## src/rtl/rle_pkg.sv

```systemverilog
package rle_pkg;

  typedef enum logic [1:0] {
    ST_COUNT = 2'd0,
    ST_VALUE = 2'd1,
    ST_EMIT  = 2'd2
  } rleState_t;

  // strobes from control to datapath
  typedef struct packed {
    logic loadCnt;
    logic loadVal;
    logic step;
    logic wrap;
    logic shortEnd;
    logic setOvf;
  } ctrlStrobe_t;

  // status from datapath to control
  typedef struct packed {
    logic cntZero;
    logic remOne;
    logic pixAtEnd;
    logic pixZero;
    logic lastHeld;
  } dpStatus_t;

endpackage

```

## src/rtl/rle_ctrl.sv

```systemverilog
module rle_ctrl
  import rle_pkg::*;
(
  input  logic        clk,
  input  logic        rstN,
  input  logic        inValid,
  input  logic        inLast,
  input  logic        outReady,
  input  dpStatus_t   stat,
  output logic        inReady,
  output logic        outValid,
  output logic        frameDone,
  output ctrlStrobe_t strobe
);

  rleState_t state, nextState;

  always_ff @(posedge clk) begin
    if (!rstN) state <= ST_COUNT;
    else       state <= nextState;
  end

  always_comb begin
    strobe    = '0;
    nextState = state;
    inReady   = 1'b0;
    outValid  = 1'b0;
    case (state)
      ST_COUNT: begin
        inReady = 1'b1;
        if (inValid) begin
          strobe.loadCnt = 1'b1;
          nextState      = ST_VALUE;
        end
      end
      ST_VALUE: begin
        inReady = 1'b1;
        if (inValid) begin
          strobe.loadVal = 1'b1;
          if (stat.cntZero) begin
            nextState = ST_COUNT;
            if (inLast && !stat.pixZero) strobe.shortEnd = 1'b1;
          end else begin
            nextState = ST_EMIT;
          end
        end
      end
      ST_EMIT: begin
        outValid = 1'b1;
        if (outReady) begin
          strobe.step = 1'b1;
          if (stat.pixAtEnd) begin
            strobe.wrap = 1'b1;
            if (!stat.remOne) strobe.setOvf = 1'b1;
          end
          if (stat.remOne || stat.pixAtEnd) begin
            nextState = ST_COUNT;
            if (stat.lastHeld && !stat.pixAtEnd) strobe.shortEnd = 1'b1;
          end
        end
      end
      default: nextState = ST_COUNT;
    endcase
  end

  assign frameDone = strobe.wrap;

endmodule

```

## src/rtl/rle_datapath.sv

```systemverilog
module rle_datapath
  import rle_pkg::*;
#(
  parameter int BYTE_W    = 8,
  parameter int FRAME_PIX = 307200,
  localparam int PC_W     = $clog2(FRAME_PIX + 1)
) (
  input  logic              clk,
  input  logic              rstN,
  input  logic [BYTE_W-1:0] inData,
  input  logic              inLast,
  input  ctrlStrobe_t       strobe,
  output dpStatus_t         stat,
  output logic [BYTE_W-1:0] outData,
  output logic              overflowFlag,
  output logic              underflowFlag
);

  logic [BYTE_W-1:0] remCnt;
  logic [BYTE_W-1:0] pixVal;
  logic              lastReg;
  logic [PC_W-1:0]   pixCnt;

  always_ff @(posedge clk) begin
    if (!rstN) begin
      remCnt  <= '0;
      pixVal  <= '0;
      lastReg <= 1'b0;
    end else begin
      if (strobe.loadCnt)   remCnt <= inData;
      else if (strobe.step) remCnt <= remCnt - 1'b1;
      if (strobe.loadVal) begin
        pixVal  <= inData;
        lastReg <= inLast;
      end
    end
  end

  always_ff @(posedge clk) begin
    if (!rstN)                             pixCnt <= '0;
    else if (strobe.wrap || strobe.shortEnd) pixCnt <= '0;
    else if (strobe.step)                  pixCnt <= pixCnt + 1'b1;
  end

  always_ff @(posedge clk) begin
    if (!rstN) begin
      overflowFlag  <= 1'b0;
      underflowFlag <= 1'b0;
    end else begin
      if (strobe.setOvf)   overflowFlag  <= 1'b1;
      if (strobe.shortEnd) underflowFlag <= 1'b1;
    end
  end

  assign stat.cntZero  = (remCnt == '0);
  assign stat.remOne   = (remCnt == BYTE_W'(1));
  assign stat.pixAtEnd = (pixCnt == PC_W'(FRAME_PIX - 1));
  assign stat.pixZero  = (pixCnt == '0);
  assign stat.lastHeld = lastReg;
  assign outData       = pixVal;

endmodule

```

## src/rtl/rle_expander.sv

```systemverilog
module rle_expander
  import rle_pkg::*;
#(
  parameter int FRAME_W   = 640,
  parameter int FRAME_H   = 480,
  parameter int BYTE_W    = 8,
  localparam int FRAME_PIX = FRAME_W * FRAME_H
) (
  input  logic              clk,
  input  logic              rstN,
  input  logic              inValid,
  input  logic [BYTE_W-1:0] inData,
  input  logic              inLast,
  output logic              inReady,
  output logic              outValid,
  output logic [BYTE_W-1:0] outData,
  input  logic              outReady,
  output logic              frameDone,
  output logic              overflowFlag,
  output logic              underflowFlag
);

  ctrlStrobe_t strobe;
  dpStatus_t   stat;

  rle_ctrl u_ctrl (
    .clk      (clk),
    .rstN     (rstN),
    .inValid  (inValid),
    .inLast   (inLast),
    .outReady (outReady),
    .stat     (stat),
    .inReady  (inReady),
    .outValid (outValid),
    .frameDone(frameDone),
    .strobe   (strobe)
  );

  rle_datapath #(
    .BYTE_W   (BYTE_W),
    .FRAME_PIX(FRAME_PIX)
  ) u_dp (
    .clk          (clk),
    .rstN         (rstN),
    .inData       (inData),
    .inLast       (inLast),
    .strobe       (strobe),
    .stat         (stat),
    .outData      (outData),
    .overflowFlag (overflowFlag),
    .underflowFlag(underflowFlag)
  );

endmodule

```

## config.mk

```make
export PLATFORM = sky130hd
export DESIGN_NAME = rle_expander
export DESIGN_NICKNAME = d
export VERILOG_FILES = /design/src/rtl/rle_pkg.sv /design/src/rtl/rle_ctrl.sv /design/src/rtl/rle_datapath.sv /design/src/rtl/rle_expander.sv
export SDC_FILE = /design/constraint.sdc
export NUM_CORES = 1
export LEC_CHECK = 0
export ABC_AREA = 1
export CORE_ASPECT_RATIO = 2
export CORE_UTILIZATION = 50
export DETAILED_ROUTE_END_ITERATION = 12
export PLACE_DENSITY = 0.73
export SYNTH_ARGS = -nofsm -noshare
export SYNTH_HDL_FRONTEND = slang
export SYNTH_SLANG_ARGS = --single-unit
```

## constraint.sdc

```tcl
create_clock -name clk -period 2.5 [get_ports clk]
set_input_delay 0.75 -clock clk [delete_from_list [all_inputs] [get_ports clk]]
set_output_delay 0.75 -clock clk [all_outputs]
set_load 0.03 [all_outputs]
```

### After elaboration in Yosys (flattened, before gate mapping)

Cells that the tools add are included.

| word-level totals | value |
|---|---|
| register bits | 40 |
| input bits | 13 |
| output and inout bits | 13 |
| word-level logic and storage cells | 56 |

| operators by class | value |
|---|---|
| $add $sub $neg | 2 |
| equality and inequality tests | 8 |
| multiplexer cells | 25 |
| bitwise gates (word level) | 1 |
| reductions and logical operators | 13 |

Operator list:

| operator | number |
|---|---|
| adder 19 x 1 -> 19 bit, second input constant | 1 |
| == test 19 bit, second input constant | 1 |
| zero test 19 bit | 1 |
| two-way mux 8 bit | 2 |
| two-way mux 1 bit | 14 |
| two-way mux 2 bit | 6 |
| == test 8 x 1 -> 1 bit, second input constant | 1 |
| zero test 8 bit | 1 |
| subtractor 8 x 1 -> 8 bit, second input constant | 1 |
| inequality test 2 bit, second input constant | 3 |
| case mux 2 bit (3 select lines) | 1 |
| two-way mux 4 bit | 1 |
| AND reduction 4 bit | 1 |
| OR reduction 2 bit | 2 |
| == test 2 x 1 -> 1 bit, second input constant | 1 |
| == test 2 bit, second input constant | 1 |
| logical AND 1 bit | 2 |
| zero test 1 bit | 2 |
| zero test 2 bit | 1 |
| logical OR 1 bit | 2 |
| inequality test 2 x 1 -> 1 bit, second input constant | 1 |
| case mux 1 bit (2 select lines) | 1 |
| nonzero test 2 bit | 1 |
| NOT 1 bit | 1 |

### Longest topological paths before layout

| logic depth | value |
|---|---|
| depth in word-level cells | 9 |
| mapped depth | 12 |
| depth with buffers taken out | 12 |

### Hierarchy

Synthesis repeated with hierarchy kept, for this count alone.

| unflattened totals | value |
|---|---|
| cell total of the unflattened synthesis | 332 |
| area, all modules | 2217.1 um2 |

Modules (own cells, without submodules):

| module | instances | cells an instance | area an instance (um2) | seq. area each (um2) |
|---|---|---|---|---|
| rle_datapath | 1 | 292 | 1971.9 | 760.7 |
| rle_ctrl | 1 | 40 | 245.2 | 40.0 |

### Worst setup path before layout

No wires, ideal clock.

| timing path | value |
|---|---|
| path type | register -> output |
| start | register u_ctrl.state[0] |
| end | output frameDone |
| arrival time | 1.568 ns |
| required time | 1.750 ns |
| slack | 0.182 ns |
| stages on the path, launching flop included | 9 |
| path buffers | 0 |
| cells stage by stage | dfxtp_1 > inv_1 > ha_1 > nand2_2 > nor2_4 > nand2_2 > nor2_4 > nand2_2 > nor2_4 |

| on the way | value |
|---|---|
| word-level cells in the longest chain between the ends | 2 |

Ends and longest elaborated chain:

| element | line | source |
|---|---|---|
| from (decl) | rle_ctrl.sv:16 | `rleState_t state, nextState;` |
| from (signal assigned) | rle_ctrl.sv:20 | `else state <= nextState;` |
| == test 2 bit | rle_ctrl.sv:28 | `case (state)` |
| two-way mux 2 bit | rle_ctrl.sv:28 |  |
| to (decl) | rle_expander.sv:18 | `output logic frameDone,` |

No other way between the ends.

### Worst setup path in the final report

| timing path | value |
|---|---|
| start | input outReady |
| end | output frameDone |

| on the way | value |
|---|---|
| word-level cells in the longest chain between the ends | 2 |

Ends and longest elaborated chain:

| element | line | source |
|---|---|---|
| from (decl) | rle_expander.sv:17 | `input logic outReady,` |
| two-way mux 4 bit | rle_ctrl.sv:50 | `if (outReady) begin` |
| two-way mux 2 bit | rle_ctrl.sv:28 |  |

No other way between the ends.

==> impl_results.html <==
<table>
<tr><th>Metric</th><th>Value</th></tr>
<tr><th colspan="2">STA</th></tr>
<tr><td>Maximum operating frequency</td><td>417 MHz</td></tr>
<tr><td>Worst Skew</td><td>0.00705 ns</td></tr>
<tr><td>Final hold violation count</td><td>0</td></tr>
<tr><td>Worst-margin pin slew</td><td>0.568 ns</td></tr>
<tr><td>Setup repair after global routing missed its margin</td><td>false</td></tr>
<tr><td>Endpoints failing setup</td><td>0</td></tr>
<tr><td>Period minus WS final</td><td>2.40 ns</td></tr>
<tr><td>Headroom to the max-slew limit</td><td>between 60% and 70%</td></tr>
<tr><td>Final Max Tran Viols</td><td>0</td></tr>
<tr><td>Final-layout worst hold slack</td><td>about 0.45 ns</td></tr>
<tr><td>Post-route clock period utilization</td><td>96.0%</td></tr>
<tr><th colspan="2">Finish</th></tr>
<tr><td>Most frequent cells in the layout</td><td>sky130_fd_sc_hd__nand2_1, sky130_fd_sc_hd__nor2_1, sky130_fd_sc_hd__inv_1, sky130_fd_sc_hd__dfxtp_1, sky130_fd_sc_hd__clkdlybuf4s50_1</td></tr>
<tr><td># nets final</td><td>370</td></tr>
<tr><td>Utilization of the core after routing</td><td>64.0%</td></tr>
<tr><td>Synth-to-layout area growth</td><td>23.1%</td></tr>
<tr><td>Number of antenna diodes</td><td>0</td></tr>
<tr><td>Most common library cell in the layout ignoring fill and taps</td><td>sky130_fd_sc_hd__nand2_1</td></tr>
<tr><td>Proportion of layout cells with a drive suffix above 1</td><td>around 11%</td></tr>
<tr><td># fillers</td><td>388</td></tr>
<tr><td>Finished Layout Cells</td><td>403</td></tr>
<tr><th colspan="2">Yosys</th></tr>
<tr><td>Synthesized area</td><td>2120 um^2</td></tr>
<tr><td>Synthesized Nets</td><td>roughly 330</td></tr>
<tr><td>Synthesized netlist cell count</td><td>309</td></tr>
<tr><td>Syn avg cell area</td><td>6.88 um^2</td></tr>
<tr><td>Warnings, synthesis</td><td>0</td></tr>
<tr><td>Portion of the post-synthesis area used by sequential elements</td><td>37.7%</td></tr>
<tr><td>Number of synthesized register bits</td><td>40</td></tr>
<tr><td>Yosys cell types</td><td>27</td></tr>
<tr><th colspan="2">Placement</th></tr>
<tr><td>Placed Cells incl. Taps</td><td>394</td></tr>
<tr><td>Gpl congestion</td><td>0.922</td></tr>
<tr><td>Count of buffers inserted at the top-level ports</td><td>25</td></tr>
<tr><td>Sum of net half-perimeters after detailed placement</td><td>3980 um</td></tr>
<tr><th colspan="2">Critical path</th></tr>
<tr><td>Worst Path Max Fanout</td><td>2</td></tr>
<tr><td>Startpoint of the lowest-slack register-to-register path</td><td>u_dp.pixCnt[1]</td></tr>
<tr><td>Type of the setup path with the least slack</td><td>primary input to output pin</td></tr>
<tr><td>Data arrival time of the critical path</td><td>roughly 1.7 ns</td></tr>
<tr><td>Worst setup path startpoint</td><td>outReady</td></tr>
<tr><td>Critical Path Start Type</td><td>primary input</td></tr>
<tr><td>Kind of capture point of the worst setup path</td><td>output pin</td></tr>
<tr><td>Data required time at the worst endpoint</td><td>1.75 ns</td></tr>
<tr><th colspan="2">GRT</th></tr>
<tr><td>Antenna violations before repair</td><td>0</td></tr>
<tr><td>First-pass GRT wire length</td><td>8560 um</td></tr>
<tr><td>Vias in the first global route</td><td>1965</td></tr>
<tr><td>Global routing usage summed across all routing layers</td><td>26.6%</td></tr>
<tr><td>Global-route congestion overflow total</td><td>0</td></tr>
<tr><td>Pin count of the biggest net entering global routing</td><td>20</td></tr>
<tr><th colspan="2">Floorplan</th></tr>
<tr><td>Chip height</td><td>94.2 um</td></tr>
<tr><td>IO Pins</td><td>26</td></tr>
<tr><td>Effective utilization at floorplan</td><td>52.0%</td></tr>
<tr><td>Core Area</td><td>4090 um^2</td></tr>
<tr><td>Die outline area</td><td>4530 um^2</td></tr>
<tr><td>Die width</td><td>48.1 um</td></tr>
<tr><td>Row cnt</td><td>33</td></tr>
<tr><th colspan="2">Clocking</th></tr>
<tr><td>Num CTS Buffers</td><td>5</td></tr>
<tr><td>Clock tree root buffer cell</td><td>sky130_fd_sc_hd__clkbuf_8</td></tr>
<tr><td>Clock tree buffer depth</td><td>2</td></tr>
<tr><td>TritonCTS sink count</td><td>40</td></tr>
<tr><td>Later-pin clock latency in the skew report</td><td>around 0.30 ns</td></tr>
<tr><td>Clock transition time at the flip-flop clock pins of the worst setup and hold paths</td><td>0.07 ns</td></tr>
<tr><td>Deepest level of the CTS H-tree</td><td>2</td></tr>
<tr><td># hold bufs at CTS</td><td>0</td></tr>
<tr><td>TritonCTS clock tree</td><td>done</td></tr>
<tr><th colspan="2">Routing</th></tr>
<tr><td>First DRT Iteration DRCs</td><td>65</td></tr>
<tr><td>Routed wirelength normalized by instance count</td><td>12.6 um</td></tr>
<tr><td>Total wirelength of the detailed-routed design</td><td>5070 um</td></tr>
<tr><td>Vias</td><td>2061</td></tr>
<tr><td>Number of nets with antenna violations after routing</td><td>0</td></tr>
<tr><td>Detailed-routing iteration count for the pre-antenna-repair pass</td><td>4</td></tr>
<tr><td>Vias per inst</td><td>5.11</td></tr>
<tr><td>DR DRC count</td><td>0</td></tr>
<tr><th colspan="2">Worst hold path</th></tr>
<tr><td>Hold wc startpoint</td><td>u_dp.overflowFlag</td></tr>
<tr><td>Hold crit path type</td><td>flop to flop</td></tr>
<tr><th colspan="2">Power and ir drop</th></tr>
<tr><td>Peak VDD IR</td><td>0.486 mV</td></tr>
<tr><td>Pwr per Cell Area</td><td>755 nW/um^2</td></tr>
<tr><td>Overall Power</td><td>around 2.0 mW</td></tr>
<tr><td>Standby leakage power</td><td>1.03 nW</td></tr>
<tr><th colspan="2">Flow run</th></tr>
<tr><td>Maximum Capacitance Violations</td><td>0</td></tr>
<tr><th colspan="2">Run status</th></tr>
<tr><td>Outcome</td><td>finished, final reports clean</td></tr>
</table>
[power breakdown]
part | switching, mW | internal (mW) | total (mW)
Combinational | 0.448 | 0.303 | 0.751
Sequential | 0.0582 | 0.718 | 0.776
Clock | 0.223 | 0.225 | 0.448
Total | 0.729 | 1.25 | 1.98
[layer usage]
| metal | vias up | track usage, % | share of wire [%] |
|---|---|---|---|
| met3 | 16 | 5.77 | 2.6 |
| met4 | 0 | 15.0 | 3.9 |
| met2 | 53 | 48.5 | 59 |
| li1 | 1048 | - | - |
| met1 | 944 | 24.5 | 34 |
| met5 | - | 0 | 0 |
[timing repair]
item / 4_1_cts / 5_1_grt
pin swaps: 1 / 1
setup endpoints to repair: 2 / 1
gates resized for setup: 3 / 4
setup buffers: 1 / 0
[worst paths after layout]
| path | cells past startpoint | endpoint | slack [ns] |
|---|---|---|---|
| hold / removal | 2 | u_dp.overflowFlag | 0.45 |
| hold reg to reg | 2 | u_dp.overflowFlag | 0.45 |
| setup reg to reg | 12 | u_dp.pixCnt[18] | 0.65 |
| setup / recovery | 8 | frameDone | 0.1 |
[flip-flops by register name, summed over array words and instances, names as in the netlist]
name	count
u_ctrl.state	2
u_dp.overflowFlag	1
u_dp.pixCnt	19
u_dp.remCnt	8
u_dp.outData	8
u_dp.lastReg	1
u_dp.underflowFlag	1
[worst max-delay path: stages]
cell and delay, ns:
sky130_fd_sc_hd__dlygate4sd2_1 0.23, sky130_fd_sc_hd__nand2_2 0.08, sky130_fd_sc_hd__nor2_4 0.12, sky130_fd_sc_hd__nand2_2 0.08
sky130_fd_sc_hd__nor2_4 0.09, sky130_fd_sc_hd__nand2_2 0.07, sky130_fd_sc_hd__nor2_4 0.10, sky130_fd_sc_hd__buf_6 0.13
[stage by stage]
stage                     cell area (um^2)  worst slack [ns]  setup TNS (ns)
after floorplan                       2120             0.182               0
after global placement                2500            -0.163          -0.163
after detailed placement              2500            -0.196          -0.196
after CTS                             2600            0.0487               0
after global routing                  2620            0.0182               0
final                                 2620            0.0998               0
[cell usage after synthesis, drive strengths merged]
master / n / area [um^2]
nand2: 72 / 290
nor2: 61 / 259
inv: 42 / 158
dfxtp: 40 / 801
nand3: 17 / 90.1
xor2: 15 / 131
o21ai: 13 / 65.1
a21oi: 12 / 60.1
nor3: 8 / 45.0
ha: 7 / 87.6
nand4: 7 / 43.8
a31oi: 4 / 25.0
clkbuf: 2 / 7.51
clkinv: 2 / 7.51
or2: 2 / 12.5
and2: 1 / 6.26
buf: 1 / 11.3
nand3b: 1 / 7.51
o211ai: 1 / 7.51
xnor2: 1 / 8.76
[layout make-up]
type                            count  area (um^2)  share of cell area (%)
Multi-Input combinational cell    222         1150                    44.1
Clock buffer                        8         90.1                    3.44
Timing Repair Buffer               37          339                    13.0
Tap cell                           52         65.1                    2.49
Sequential cell                    40          802                    30.7
Inverter                           44          165                    6.31
[logic make-up after synthesis]
group / share of synthesized area [%]
adder cells (fa/ha/maj): 4.12
flip-flops: 37.7
XOR/XNOR: 6.60
buffers and inverters: 8.66
AO/OA/AOI/OAI: 7.42
AND/OR/NAND/NOR: 35.5
(Power assumes the default switching activity.)
